## src/rtl/sfx_pkg.sv

```systemverilog
package sfx_pkg;
    localparam int unsigned WORD_W = 32;
    localparam int unsigned ADDR_W = 3;
    localparam int unsigned CNT_W  = 6;

    localparam logic [ADDR_W-1:0] A_CTRL = 3'd0;
    localparam logic [ADDR_W-1:0] A_TXD  = 3'd1;
    localparam logic [ADDR_W-1:0] A_LEN  = 3'd2;
    localparam logic [ADDR_W-1:0] A_TIME = 3'd3;
    localparam logic [ADDR_W-1:0] A_RATE = 3'd4;
    localparam logic [ADDR_W-1:0] A_MODE = 3'd5;
    localparam logic [ADDR_W-1:0] A_STAT = 3'd6;

    localparam logic [3:0] LEN_8  = 4'h8;
    localparam logic [3:0] LEN_16 = 4'hC;
    localparam logic [3:0] LEN_32 = 4'hF;

    typedef enum logic [2:0] {
        ST_IDLE, ST_LEAD, ST_SHIFT, ST_TAIL, ST_GAP, ST_HOLD
    } sfx_state_e;

    function automatic logic [CNT_W-1:0] len_bits(input logic [3:0] code);
        case (code)
            LEN_8:   return CNT_W'(8);
            LEN_16:  return CNT_W'(16);
            LEN_32:  return CNT_W'(32);
            default: return '0;
        endcase
    endfunction

    function automatic logic [WORD_W-1:0] lane_order(input logic [WORD_W-1:0] d);
        return {d[7:0], d[15:8], d[23:16], d[31:24]};
    endfunction
endpackage

```

## src/rtl/sfx_regs.sv

```systemverilog
module sfx_regs
    import sfx_pkg::*;
#(
    parameter int unsigned DLY_W = 3,
    parameter int unsigned DIV_W = 8
) (
    input  logic              clk,
    input  logic              rst_n,
    input  logic              bus_wr,
    input  logic [ADDR_W-1:0] bus_addr,
    input  logic [WORD_W-1:0] bus_wdata,
    output logic [WORD_W-1:0] bus_rdata,
    input  logic              done_i,
    output logic              go_o,
    output logic              go_keep_o,
    output logic [WORD_W-1:0] txd_o,
    output logic [CNT_W-1:0]  nbits_o,
    output logic [DLY_W-1:0]  lead_o,
    output logic [DLY_W-1:0]  neg_o,
    output logic [DLY_W-1:0]  idle_o,
    output logic [DIV_W-1:0]  div_o,
    output logic              cpol_o,
    output logic              cpha_o
);
    localparam int unsigned FLD = 4;

    logic       keep_r;
    logic [3:0] len_r;

    always_ff @(posedge clk or negedge rst_n) begin
        if (!rst_n) begin
            keep_r <= 1'b0;
            len_r  <= '0;
            txd_o  <= '0;
            lead_o <= '0;
            neg_o  <= '0;
            idle_o <= '0;
            div_o  <= DIV_W'(1);
            cpol_o <= 1'b0;
            cpha_o <= 1'b0;
        end else if (bus_wr) begin
            case (bus_addr)
                A_CTRL: keep_r <= bus_wdata[2];
                A_TXD:  txd_o  <= bus_wdata;
                A_LEN:  len_r  <= bus_wdata[3:0];
                A_TIME: begin
                    lead_o <= bus_wdata[DLY_W-1:0];
                    neg_o  <= bus_wdata[FLD +: DLY_W];
                    idle_o <= bus_wdata[2*FLD +: DLY_W];
                end
                A_RATE: div_o <= bus_wdata[DIV_W-1:0];
                A_MODE: begin
                    cpol_o <= bus_wdata[0];
                    cpha_o <= bus_wdata[1];
                end
                default: ;
            endcase
        end
    end

    assign nbits_o   = len_bits(len_r);
    assign go_o      = bus_wr && (bus_addr == A_CTRL) && bus_wdata[0] && bus_wdata[1]
                       && (nbits_o != '0);
    assign go_keep_o = bus_wdata[2];

    always_comb begin
        bus_rdata = '0;
        case (bus_addr)
            A_CTRL: bus_rdata[2] = keep_r;
            A_TXD:  bus_rdata = txd_o;
            A_LEN:  bus_rdata[3:0] = len_r;
            A_TIME: begin
                bus_rdata[DLY_W-1:0]       = lead_o;
                bus_rdata[FLD +: DLY_W]    = neg_o;
                bus_rdata[2*FLD +: DLY_W]  = idle_o;
            end
            A_RATE: bus_rdata[DIV_W-1:0] = div_o;
            A_MODE: bus_rdata[1:0] = {cpha_o, cpol_o};
            A_STAT: bus_rdata[0] = done_i;
            default: ;
        endcase
    end
endmodule

```

## src/rtl/sfx_baud.sv

```systemverilog
module sfx_baud #(
    parameter int unsigned DIV_W = 8
) (
    input  logic             clk,
    input  logic             rst_n,
    input  logic             run,
    input  logic [DIV_W-1:0] div,
    output logic             tick
);
    logic [DIV_W-1:0] cnt;
    logic [DIV_W-1:0] lim;

    assign lim  = (div == '0) ? DIV_W'(1) : div;
    assign tick = run && (cnt == lim - DIV_W'(1));

    always_ff @(posedge clk or negedge rst_n) begin
        if (!rst_n)        cnt <= '0;
        else if (!run)     cnt <= '0;
        else if (tick)     cnt <= '0;
        else               cnt <= cnt + DIV_W'(1);
    end

    // the half-period counter never passes its limit
    assert_cnt_in_range_R7: assert property (@(posedge clk) disable iff (!rst_n)
        run |-> (cnt < lim));
endmodule

```

## src/rtl/sfx_core.sv

```systemverilog
module sfx_core
    import sfx_pkg::*;
#(
    parameter int unsigned DLY_W = 3
) (
    input  logic              clk,
    input  logic              rst_n,
    input  logic              go,
    input  logic              go_keep,
    input  logic [WORD_W-1:0] txd,
    input  logic [CNT_W-1:0]  nbits,
    input  logic [DLY_W-1:0]  lead,
    input  logic [DLY_W-1:0]  neg,
    input  logic [DLY_W-1:0]  idle,
    input  logic              tick,
    input  logic              cpol,
    input  logic              cpha,
    output logic              run,
    output logic              done,
    output logic              cs_n,
    output logic              sck,
    output logic              mosi
);
    sfx_state_e        st, st_nx;
    logic [DLY_W-1:0]  dcnt;
    logic [WORD_W-1:0] sr;
    logic [CNT_W-1:0]  bcnt;
    logic              ph;
    logic              keep_l;
    logic              accept;
    logic              last_edge;

    assign accept    = go && (st == ST_IDLE || st == ST_HOLD);
    assign last_edge = (st == ST_SHIFT) && tick && ph && (bcnt == CNT_W'(1));

    always_comb begin
        st_nx = st;
        unique case (st)
            ST_IDLE:  if (accept) st_nx = ST_LEAD;
            ST_LEAD:  if (dcnt == '0) st_nx = ST_SHIFT;
            ST_SHIFT: if (last_edge) st_nx = keep_l ? ST_HOLD : ST_TAIL;
            ST_TAIL:  if (dcnt == '0) st_nx = ST_GAP;
            ST_GAP:   if (dcnt == '0) st_nx = ST_IDLE;
            ST_HOLD:  if (accept) st_nx = ST_SHIFT;
            default:  st_nx = ST_IDLE;
        endcase
    end

    always_ff @(posedge clk or negedge rst_n) begin
        if (!rst_n) st <= ST_IDLE;
        else        st <= st_nx;
    end

    always_ff @(posedge clk or negedge rst_n) begin
        if (!rst_n) begin
            dcnt   <= '0;
            sr     <= '0;
            bcnt   <= '0;
            ph     <= 1'b0;
            keep_l <= 1'b0;
            done   <= 1'b1;
        end else if (accept) begin
            sr     <= lane_order(txd);
            bcnt   <= nbits;
            ph     <= 1'b0;
            keep_l <= go_keep;
            dcnt   <= lead;
            done   <= 1'b0;
        end else begin
            case (st)
                ST_LEAD: if (dcnt != '0) dcnt <= dcnt - 1'b1;
                ST_SHIFT: if (tick) begin
                    ph <= ~ph;
                    if (ph) begin
                        sr   <= {sr[WORD_W-2:0], 1'b0};
                        bcnt <= bcnt - 1'b1;
                        if (bcnt == CNT_W'(1)) begin
                            dcnt <= neg;
                            if (keep_l) done <= 1'b1;
                        end
                    end
                end
                ST_TAIL: dcnt <= (dcnt != '0) ? dcnt - 1'b1 : idle;
                ST_GAP: begin
                    if (dcnt != '0) dcnt <= dcnt - 1'b1;
                    else            done <= 1'b1;
                end
                default: ;
            endcase
        end
    end

    always_comb begin
        run  = (st == ST_SHIFT);
        cs_n = (st == ST_IDLE) || (st == ST_GAP);
        sck  = run ? (cpol ^ cpha ^ ph) : cpol;
        mosi = run & sr[WORD_W-1];
    end

    // clock sits at the polarity level while deselected
    assert_sck_idle_R8: assert property (@(posedge clk) disable iff (!rst_n)
        cs_n |-> (sck == cpol));
    // status reads 0 while a unit is in flight
    assert_busy_not_done_R10: assert property (@(posedge clk) disable iff (!rst_n)
        (st inside {ST_LEAD, ST_SHIFT, ST_TAIL, ST_GAP}) |-> !done);
    // a start during shifting leaves the bit count untouched
    assert_busy_start_ignored_R11: assert property (@(posedge clk) disable iff (!rst_n)
        (go && st == ST_SHIFT && !tick) |=> $stable(bcnt));
    // a kept unit parks with select low and status set
    assert_keep_parks_R9: assert property (@(posedge clk) disable iff (!rst_n)
        (last_edge && keep_l) |=> (!cs_n && done));
endmodule

```

## src/rtl/sfx_engine.sv

```systemverilog
module sfx_engine
    import sfx_pkg::*;
#(
    parameter int unsigned DLY_W = 3,
    parameter int unsigned DIV_W = 8
) (
    input  logic        clk,
    input  logic        rst_n,
    input  logic        bus_wr,
    input  logic [2:0]  bus_addr,
    input  logic [31:0] bus_wdata,
    output logic [31:0] bus_rdata,
    output logic        flash_cs_n,
    output logic        flash_sck,
    output logic        flash_mosi
);
    logic              go, go_keep, done, tick, run, cpol, cpha;
    logic [WORD_W-1:0] txd;
    logic [CNT_W-1:0]  nbits;
    logic [DLY_W-1:0]  lead, neg, idle;
    logic [DIV_W-1:0]  div;

    sfx_regs #(.DLY_W(DLY_W), .DIV_W(DIV_W)) u_regs (
        .clk(clk), .rst_n(rst_n), .bus_wr(bus_wr), .bus_addr(bus_addr),
        .bus_wdata(bus_wdata), .bus_rdata(bus_rdata), .done_i(done),
        .go_o(go), .go_keep_o(go_keep), .txd_o(txd), .nbits_o(nbits),
        .lead_o(lead), .neg_o(neg), .idle_o(idle), .div_o(div),
        .cpol_o(cpol), .cpha_o(cpha)
    );

    sfx_baud #(.DIV_W(DIV_W)) u_baud (
        .clk(clk), .rst_n(rst_n), .run(run), .div(div), .tick(tick)
    );

    sfx_core #(.DLY_W(DLY_W)) u_core (
        .clk(clk), .rst_n(rst_n), .go(go), .go_keep(go_keep), .txd(txd),
        .nbits(nbits), .lead(lead), .neg(neg), .idle(idle), .tick(tick),
        .cpol(cpol), .cpha(cpha), .run(run), .done(done),
        .cs_n(flash_cs_n), .sck(flash_sck), .mosi(flash_mosi)
    );

    // a start with an unknown length code never asserts the select
    assert_bad_code_ignored_R3: assert property (@(posedge clk) disable iff (!rst_n)
        (bus_wr && bus_addr == A_CTRL && bus_wdata[1:0] == 2'b11 && nbits == '0
         && flash_cs_n) |=> flash_cs_n);
endmodule

```

## config.mk

```make
export PLATFORM = sky130hd
export DESIGN_NAME = sfx_engine
export DESIGN_NICKNAME = d
export VERILOG_FILES = /design/src/rtl/sfx_pkg.sv /design/src/rtl/sfx_regs.sv /design/src/rtl/sfx_baud.sv /design/src/rtl/sfx_core.sv /design/src/rtl/sfx_engine.sv
export SDC_FILE = /design/constraint.sdc
export NUM_CORES = 1
export LEC_CHECK = 0
export ABC_AREA = 1
export BUFFER_PORTS_ARGS = -buffer_cell sky130_fd_sc_hd__buf_2
export CAP_MARGIN = 20
export CORE_MARGIN = 1
export CORE_UTILIZATION = 40
export DETAILED_ROUTE_END_ITERATION = 7
export GPL_ROUTABILITY_DRIVEN = 0
export PLACE_DENSITY = 0.69
export RECOVER_POWER = 50
export SKIP_CTS_REPAIR_TIMING = 1
export SYNTH_ARGS = -nofsm -noshare
export SYNTH_HDL_FRONTEND = slang
export SYNTH_SLANG_ARGS = --single-unit
```

## constraint.sdc

```tcl
create_clock -name clk -period 2.78 [get_ports clk]
set_input_delay 0 -clock clk [delete_from_list [all_inputs] [get_ports clk]]
set_output_delay 0 -clock clk [all_outputs]
set_load 0.01 [all_outputs]
```

==> out/metrics.yaml, run 1 <==
cts_root_buffer: "clkbuf_16"
finalHoldViolCount: 0
worstSetupStartpointType: "flip-flop"
syn2layout_area_growth_pct: 19.1
mostFrequentLayoutCell: "nand2_1"
ys.flop_type: "dfrtp_1"
pre_cts_slack_ns: 0.210
postSynthAreaPerCell_sq_um: 7.47
synth_cell_types: 41
initial_core_util_pct: 41.7
coreArea_sq_mm: 0.0141
hp-class: "primary input to flip-flop"
drc: 0
cts_num_sinks: 111
setup_violations: 0
fin_area_sq_mm: 0.00700
dieArea_sq_mm: 0.0152
overflow: 0
fin_nets: 922
yosysWarnings: 0
clk-insertion-delay-late_ns: 0.36
drv_slew: 0
drt-total-wl_um: 14400
row_count: 43
powerDensity_mw_per_mm2: 713
clock_skew_ns: 0.00880
via_count: 5283
htree_levels: 3
outcome: "complete, no violations"
fin_util_pct: 49.7
post_drt_via_cell_ratio: 4.97
rsz0062_at_grt: "no"
place_hpwl_um: 10000
synth_edf_count: 0
arrival_ns: 2.79
maxSlewHeadroom_pct: 3.79
antenna_left: 0
final_cell_mix: "257 x nand2_1, 109 x dfrtp_1, 80 x inv_1"
fin_ws_ns: 0.237
synth_area_sq_mm: 0.00588
post-route-period-util_pct: 91.5
diodes: 0
critPathCaptureType: "flip-flop"
fmax_mhz: 393
die_y_um: 123
cts-buffers-inserted: 9
cts_max_path_buffers: 2
grt_pass1_vias: 4586
antenna_found_initial: 0
post_dp_cell_area_sq_mm: 0.00641
synth_top_area_share_pct: 46.4
syn_inst: 787
grt_pass1_wl_um: 23100
grt_max_degree: 88
cp_max_fo: 18
portBuffers: 72
ys_seq_area_share_pct: 47.3
yosys.area.top_type: "dfrtp_1"
ys_seq_elements: 111
wl_per_cell_um: 13.6
grtUsageTotal_pct: 20.0
path_class: "flip-flop to flip-flop"
fin_crit_ns: 2.54
crit_required_ns: 3.03
cap_violations: 0
synthTopCellsByArea: "dfrtp_1 46%, nand2_1 17%, o21ai_0 5.9%, inv_1 5.0%, nand3_1 4.8%"
worstMarginPinSlew_ns: 1.44
async_flop_share_pct: 100
p_total_w: 0.00499
clk_pin_slew_worst_paths_ns: 0.07
io_pins: 73
setup_tns_ns: 0
dr.pass1.iters: 6
drt_iter0_markers: 464
irDropWorstVdd_uv: 399
p_leak_nw: 3.69
die_w_um: 123
synth_fp_nets: 831
tritoncts: "done"
drive_above_1_share_pct: 10.4
## cells by family (layout without fill, tap and decap cells)
logic type	count (synthesis)	in the layout	synth area share, %
AND/OR/NAND/NOR	423	423	30.0
AO/OA/AOI/OAI	117	117	11.0
buffers and inverters	113	208	7.85
flip-flops	111	111	47.3
XOR/XNOR	17	17	2.53
adder cells (fa/ha/maj)	6	6	1.28
## synth_stat cells, drive strengths merged (2+ instances only)
cell     count
o21ai       70
nand2      263
o221ai       2
ha           6
a22o         2
and3         2
nor2        79
o22ai        2
o2111ai      2
clkbuf      17
nor3         8
dfstp        2
inv         81
nand3       57
nand3b       2
xnor2        8
xor2         9
a31oi        3
nand4        9
o211ai       5
dfrtp      109
nor3b        2
a21oi       27
buf         15
## metal layers
layer | vias to the layer above | part of all wire, % | global-route usage [%]
li1 | 2692 | - | -
met1 | 2459 | 48 | 28.8
met2 | 115 | 45 | 29.1
met3 | 17 | 4.6 | 4.57
met4 | 0 | 1.7 | 7.30
met5 | - | 0 | 0
## worst max-delay path, stage by stage (launching register included)
cell and delay [ns]:
dfrtp_1 0.43, nor2_2 0.18, nand2_2 0.08, nor2_2 0.13, nor2_4 0.07, ha_1 0.23
inv_1 0.08, nand2_1 0.05, nand2_1 0.07, xor2_1 0.18, and3_1 0.18, nand3_1 0.11
nor2_4 0.15, nand3_4 0.12, buf_4 0.23, nand3_1 0.09, nand2_1 0.06
## per-stage QoR
stage	instances	hold slack (ns)
after floorplan	787	-0.296
after global placement	1018	0.119
after detailed placement	1018	0.119
after CTS	1033	-0.262
after global routing	1062	0.0247
final	1062	0.00780
## sequential cells by signal, indices dropped and copies added (netlist names)
signal         cells
u_regs.cpha_o      1
u_regs.lead_o      3
u_core.sr         32
u_regs.neg_o       3
u_regs.idle_o      3
u_core.bcnt        6
u_regs.cpol_o      1
u_core.ph          1
u_core.done        1
u_core.dcnt        3
u_regs.len_r       4
u_regs.keep_r      1
u_core.st          3
u_baud.cnt         8
u_regs.txd_o      32
u_regs.div_o       8
u_core.keep_l      1
## power breakdown
part / total, W / leakage (nW) / internal [W] / switching (W)
clock network: 0.00143 / 0.160 / 0.000820 / 0.000611
registers: 0.00212 / 1.39 / 0.00188 / 0.000245
logic: 0.00144 / 2.13 / 0.000538 / 0.000901
## path summary, 6_finish.rpt
path | from | endpoint | slack [ns] | cells after the start
setup / recovery | u_regs.div_o[3] | u_core.sr[12] | 0.24 | 16
hold / removal | bus_wdata[3] | u_regs.div_o[3] | 0.008 | 3
setup reg to reg | u_regs.div_o[3] | u_core.sr[12] | 0.24 | 16
hold reg to reg | u_core.dcnt[1] | u_core.dcnt[1] | 0.48 | 2
max in group asynchronous | rst_n | u_regs.len_r[0] | 0.61 | 3
min in group asynchronous | rst_n | u_regs.txd_o[5] | 0.53 | 2
## layout make-up
cell class / instances / area (sq um)
flip-flops and latches: 111 / 2780
inverters: 81 / 304
clock buffers: 10 / 239
well taps: 180 / 225
repair buffers: 112 / 697
clock inverters: 5 / 86.3
fillers: 1393 / 7100
multi-input cells: 563 / 2670
No activity file was read; power rests on OpenSTA's default activity.
==> run 2: changes to the inputs <==
--- a/config.mk
+++ b/config.mk
@@ -5,14 +5,13 @@
 export SDC_FILE = /design/constraint.sdc
 export NUM_CORES = 1
 export LEC_CHECK = 0
-export ABC_AREA = 1
 export BUFFER_PORTS_ARGS = -buffer_cell sky130_fd_sc_hd__buf_2
 export CAP_MARGIN = 20
-export CORE_MARGIN = 1
+export CORE_MARGIN = 5
 export CORE_UTILIZATION = 40
 export DETAILED_ROUTE_END_ITERATION = 7
 export GPL_ROUTABILITY_DRIVEN = 0
-export PLACE_DENSITY = 0.69
+export PLACE_DENSITY = 0.68
 export RECOVER_POWER = 50
 export SKIP_CTS_REPAIR_TIMING = 1
 export SYNTH_ARGS = -nofsm -noshare
==> out/metrics.yaml, run 2 <==
outcome: "complete, but fails checks"
violations: "negative hold slack, negative setup slack"
worstSetupStartpointType: "flip-flop"
fin_nets: 766  # -17%
portBuffers: 72  # unchanged
die_y_um: 135  # +9.2%
setup_violations: 54  # +54
ys_seq_area_share_pct: 44.8  # -2.5 points
yosysWarnings: 0  # unchanged
drive_above_1_share_pct: 33.4  # +23 points
irDropWorstVdd_uv: 453  # +14%
synth_edf_count: 0  # unchanged
grt_util_met3_pct: 3.61  # -0.95 points
setup_tns_ns: -15.31  # -15.31 ns
fin_util_pct: 50.9  # +1.2 points
fin_crit_ns: 3.22  # +0.677 ns
rsz0062_at_grt: "yes"
overflow: 0  # unchanged
reg_top3: "u_core.sr x32, u_regs.txd_o x32"
busiest_layer: "met2"
async_flop_share_pct: 100  # unchanged
yosys.area.top_type: "dfrtp_1"
initial_core_util_pct: 40.9  # -0.85 points
cts-buffers-inserted: 9  # unchanged
p_leak_nw: 3.34  # -9.4%
fin_ws_ns: -0.440  # -0.677 ns
worstMarginPinSlew_ns: 1.46  # +0.0171 ns
cts_num_sinks: 111  # unchanged
synth_cell_types: 60  # +46%
postSynthAreaPerCell_sq_um: 10.3  # +38%
min-delay-start: "bus_wdata[1]"
timing.hold.ws_ns: -0.0232  # -0.0310 ns
syn_inst: 604  # -23%
final_cell_mix: "109 x dfrtp_1, 71 x buf_2, 58 x nand2_1"
drv_slew: 0  # unchanged
via_count: 5124  # -3.0%
syn2layout_area_growth_pct: 24.6
cts_root_buffer: "clkbuf_16"
crit_start: "u_regs.div_o[5]"
place_hpwl_um: 11300  # +12%
row_count: 45  # +4.7%
powerDensity_mw_per_mm2: 735  # +3.0%
post_drt_via_cell_ratio: 5.61  # +13%
htree_levels: 3  # unchanged
wl_per_cell_um: 18.1  # +34%
grtUsageTotal_pct: 17.8  # -2.2 points
diodes: 0  # unchanged
coreArea_sq_mm: 0.0152  # +7.8%
cts_max_path_buffers: 2  # unchanged
regToRegStartpoint: "u_regs.div_o[5]"
mostFrequentLayoutCell: "dfrtp_1"
fmax_mhz: 311  # -21%
drt_iter0_markers: 405  # -13%
drc: 0  # unchanged
antenna_found_initial: 0  # unchanged
fill_cells: 1354  # -2.8%
arrival_ns: 3.46  # +0.67 ns
maxSlewHeadroom_pct: 2.64  # -1.1 points
use_met1_pct: 24.0  # -4.8 points
cp_max_fo: 3  # -15
clk_pin_slew_worst_paths_ns: 0.07  # about the same
cap_violations: 0  # unchanged
critPathCaptureType: "flip-flop"
grt_max_degree: 58  # -34%
crit_required_ns: 3.02  # about the same
die_w_um: 135  # +9.2%
drt-total-wl_um: 16600  # +15%
synthTopCellsByArea: "dfrtp_1 44%, mux2_2 11%, o211ai_2 6.0%, o211ai_1 4.8%, nand2_1 3.5%"
yosys-top-cells-count: "109 x dfrtp_1, 59 x mux2_2, 58 x nand2_1, 45 x inv_1, 40 x o211ai_1"
synth_most_common_cell: "dfrtp_1"
grt_pass1_wl_um: 26100  # +13%
synth_fp_nets: 648  # -22%
path_class: "flip-flop to flip-flop"
post-route-period-util_pct: 116  # +24 points
dr.pass1.iters: 5  # -1
synth_top_area_share_pct: 43.9  # -2.5 points
synth_area_sq_mm: 0.00621  # +5.7%
finalHoldViolCount: 2  # +2
clk-insertion-delay-late_ns: 0.36  # about the same
grt_pass1_vias: 5050  # +10%
gr-usage-met2_pct: 29.3  # +0.21 points
dieArea_sq_mm: 0.0181  # +19%
hp-class: "primary input to flip-flop"
antenna_left: 0  # unchanged
tritoncts: "done"
ys_seq_elements: 111  # unchanged
clock_skew_ns: 0.00896  # +0.000155 ns
ys.flop_type: "dfrtp_1"
io_pins: 73  # unchanged
[run 2: cell count changes after synthesis, sizes merged, moves of 12 or more]
cell,change
o21ai,-56
and2,+26
mux2i,+12
clkbuf,+12
inv,-36
nand3,-47
mux2,+59
o211ai,+65
nand2,-205
a21oi,-21
nor2,-48
[run 2: cell type report]
cell class              count  area, sq um  area share (%)
clock inverters             3         43.8           0.566
repair buffers            146         1000            13.0
multi-input cells         409         3250            42.0
inverters                  45          169            2.18
flip-flops and latches    111         2780            35.9
clock buffers              11          253            3.27
well taps                 188          235            3.04
[run 2: cell families after synthesis]
logic type      count (synthesis)  share of synthesized area [%]
simple gates                  178                           14.6
compound gates                136                           18.6
flops                         111                           44.8
buf+inv                        85                           5.78
mux                            71                           12.6
xor+xnor                       17                           2.40
fa+ha+maj                       6                           1.21
[run 2: where the power goes]
group / internal (W) / switching [W] / total [W]
registers: 0.00199 / 0.000326 / 0.00232
clock network: 0.000739 / 0.000584 / 0.00132
logic: 0.000995 / 0.00105 / 0.00205
total: 0.00372 / 0.00196 / 0.00569
[run 2: metal layers]
layer	wire [um]	part of all wire, %
met5	0	0
met4	242	1.5
met3	820	5.0
met1	7460	45
met2	8040	49
[run 2: worst paths after layout]
path | to | slack, ns | cells after the start
max | u_core.dcnt[0] | -0.44 | 10
min | u_regs.div_o[1] | -0.02 | 3
max reg2reg | u_core.dcnt[0] | -0.44 | 10
min reg2reg | u_core.sr[9] | 0.51 | 2
max in group asynchronous | u_regs.cpha_o | 0.62 | 3
min in group asynchronous | u_baud.cnt[2] | 0.52 | 2
[run 2: worst max-delay path, cell delays in order (launching register included)]
cell and delay [ns]:
dfrtp_1 0.39, or4_4 0.55, o21ba_4 0.23, ha_4 0.26, xor2_1 0.19, o221ai_2 0.13
a311oi_2 0.31, nand3_1 0.13, buf_4 0.16, o41ai_4 0.42, mux2_4 0.34
[run 2: per-stage QoR]
| stage | area, sq um | setup slack (ns) | std cells | total power (W) |
|---|---|---|---|---|
| 2_1_floorplan | 6280 | -0.314 | 604 | 0.00359 |
| 3_3_place_gp | 6970 | -0.319 | 859 | 0.00409 |
| 3_5_place_dp | 6970 | -0.396 | 859 | 0.00419 |
| 4_1_cts | 7270 | -0.462 | 873 | 0.00553 |
| 5_1_grt | 7740 | -0.592 | 913 | 0.00603 |
| 6_report | 7740 | -0.440 | 913 | 0.00569 |
==> run 3: changes to the inputs <==
==> constraint.sdc (replaced) <==
create_clock -name clk -period 3.25 [get_ports clk]
set_input_delay 0 -clock clk [delete_from_list [all_inputs] [get_ports clk]]
set_output_delay 0 -clock clk [all_outputs]
set_load 0.01 [all_outputs]
==> out/metrics.yaml, run 3 (synthesis results as in run 2) <==
outcome: "complete, but fails checks"
violations: "max-capacitance violations, max-slew violations"
cts_max_path_buffers: 2  # unchanged
die_y_um: 135  # unchanged
cts_root_buffer: "clkbuf_16"
overflow: 0  # unchanged
place_hpwl_um: 11000  # -2.3%
initial_core_util_pct: 40.9  # unchanged
mostFrequentLayoutCell: "dfrtp_1"
antenna_left: 0  # unchanged
die_w_um: 135  # unchanged
via_count: 5073  # -1.0%
coreArea_sq_mm: 0.0152  # unchanged
multiInputGateArea_sq_mm: 0.00312  # -4.2%
drive_above_1_share_pct: 28.8  # -4.6 points
hp-class: "primary input to flip-flop"
post-route-period-util_pct: 95.5  # -20 points
maxSlewHeadroom_pct: -17.8  # -20 points
critPathCaptureType: "flip-flop"
seqCellArea_sq_mm: 0.00278  # unchanged
drt-total-wl_um: 15800  # -4.7%
dieArea_sq_mm: 0.0181  # unchanged
fin_crit_ns: 3.11  # -0.115 ns
clk_pin_slew_worst_paths_ns: 0.07  # about the same
grt_max_degree: 71  # +22%
antenna_found_initial: 0  # unchanged
portBuffers: 72  # unchanged
syn2layout_area_growth_pct: 20.1
path_class: "flip-flop to flip-flop"
cts-buffers-inserted: 9  # unchanged
cap_violations: 1  # +1
io_pins: 73  # unchanged
finalHoldViolCount: 0  # -2
fmax_mhz: 322  # +3.7%
timing.hold.ws_ns: 0.0178  # +0.0410 ns
clock_skew_ns: 0.00869  # -0.000262 ns
irDropWorstVdd_uv: 348  # -23%
fin_nets: 748  # -2.3%
fill_cells: 1385  # +2.3%
wl_per_cell_um: 17.6  # -3.0%
diodes: 0  # unchanged
stdcell_count: 897  # -1.8%
drv_slew: 71  # +71
cts_num_sinks: 111  # unchanged
cp_max_fo: 10  # +7
p_total_w: 0.00463  # -19%
clk-insertion-delay-late_ns: 0.36  # about the same
crit_required_ns: 3.49  # +0.47 ns
grtUsageTotal_pct: 17.4  # -0.38 points
post_dp_cell_area_sq_mm: 0.00686  # -1.5%
fin_area_sq_mm: 0.00746  # -3.6%
arrival_ns: 3.35  # -0.11 ns
place_inst: 849  # -1.2%
htree_levels: 3  # unchanged
grt_pass1_vias: 4999  # -1.0%
drt_iter0_markers: 402  # -0.74%
setup_tns_ns: 0  # +15.31 ns
dr.pass1.iters: 5  # unchanged
p_leak_nw: 3.19  # -4.5%
reg_top3: "u_core.sr x32, u_regs.txd_o x32"
worstSetupStartpointType: "flip-flop"
final_cell_mix: "109 x dfrtp_1, 59 x mux2_2, 58 x nand2_1"
row_count: 45  # unchanged
grt_pass1_wl_um: 25500  # -2.2%
setup_violations: 0  # -100%
drc: 0  # unchanged
tritoncts: "done"
worstMarginPinSlew_ns: 1.77  # +0.307 ns
powerDensity_mw_per_mm2: 621  # -16%
post_drt_via_cell_ratio: 5.66  # +0.77%
-- run 3: cell count changes in the layout (fill, tap and decap cells not counted), sizes merged --
cell | before | now
clkinv | 2 | 4
o31ai | 3 | 2
buf | 105 | 79
clkbuf | 21 | 28
clkinvlp | 0 | 1
dlygate4sd3 | 31 | 32
-- run 3: routing by layer --
layer | wire length (um) | track usage (%) | vias to the layer above
met2 | 7550 | 27.5 | 134
li1 | - | - | 2361
met4 | 306 | 5.43 | 0
met1 | 7240 | 24.0 | 2552
met5 | 0 | 0 | -
met3 | 681 | 3.69 | 26
-- run 3: path summary, 6_finish.rpt --
kind,start,end,slack [ns],cells after the start
min reg2reg,u_regs.txd_o[24],u_core.sr[0],0.51,2
max reg2reg,u_regs.div_o[3],u_core.bcnt[4],0.14,10
max in group asynchronous,rst_n,u_regs.txd_o[14],1.26,3
min,bus_wdata[2],u_core.keep_l,0.02,3
max,u_regs.div_o[3],u_core.bcnt[4],0.14,10
min in group asynchronous,rst_n,u_baud.cnt[3],0.65,2
-- run 3: stage by stage --
step	setup WS (ns)	util, %
after floorplan	0.0326	-
after global placement	0.130	45.2
after detailed placement	0.138	45.2
after CTS	0.104	47.1
after global routing	-0.00467	49.1
final	0.145	49.1
-- run 3: worst max-delay path, cell delays in order (launching register included) --
cell	delay [ns]
dfrtp_1	0.38
or4_1	0.54
o21ba_2	0.24
ha_1	0.30
xor2_1	0.14
o221ai_1	0.13
a311oi_2	0.30
buf_4	0.18
o31ai_4	0.12
or2_2	0.34
a311o_1	0.32
-- run 3: power breakdown --
| group | switching (W) | total, W | internal [W] |
|---|---|---|---|
| Clock | 0.000511 | 0.00111 | 0.000596 |
| Sequential | 0.000331 | 0.00203 | 0.00170 |
| Combinational | 0.000764 | 0.00149 | 0.000727 |
-- run 3: layout make-up --
class / count / share of cell area [%]
inverter: 45 / 2.26
sequential: 111 / 37.3
clock inverter: 6 / 0.822
timing repair buffer: 129 / 11.6
clock buffer: 10 / 3.07
multi-input combinational: 408 / 41.8
tap: 188 / 3.15
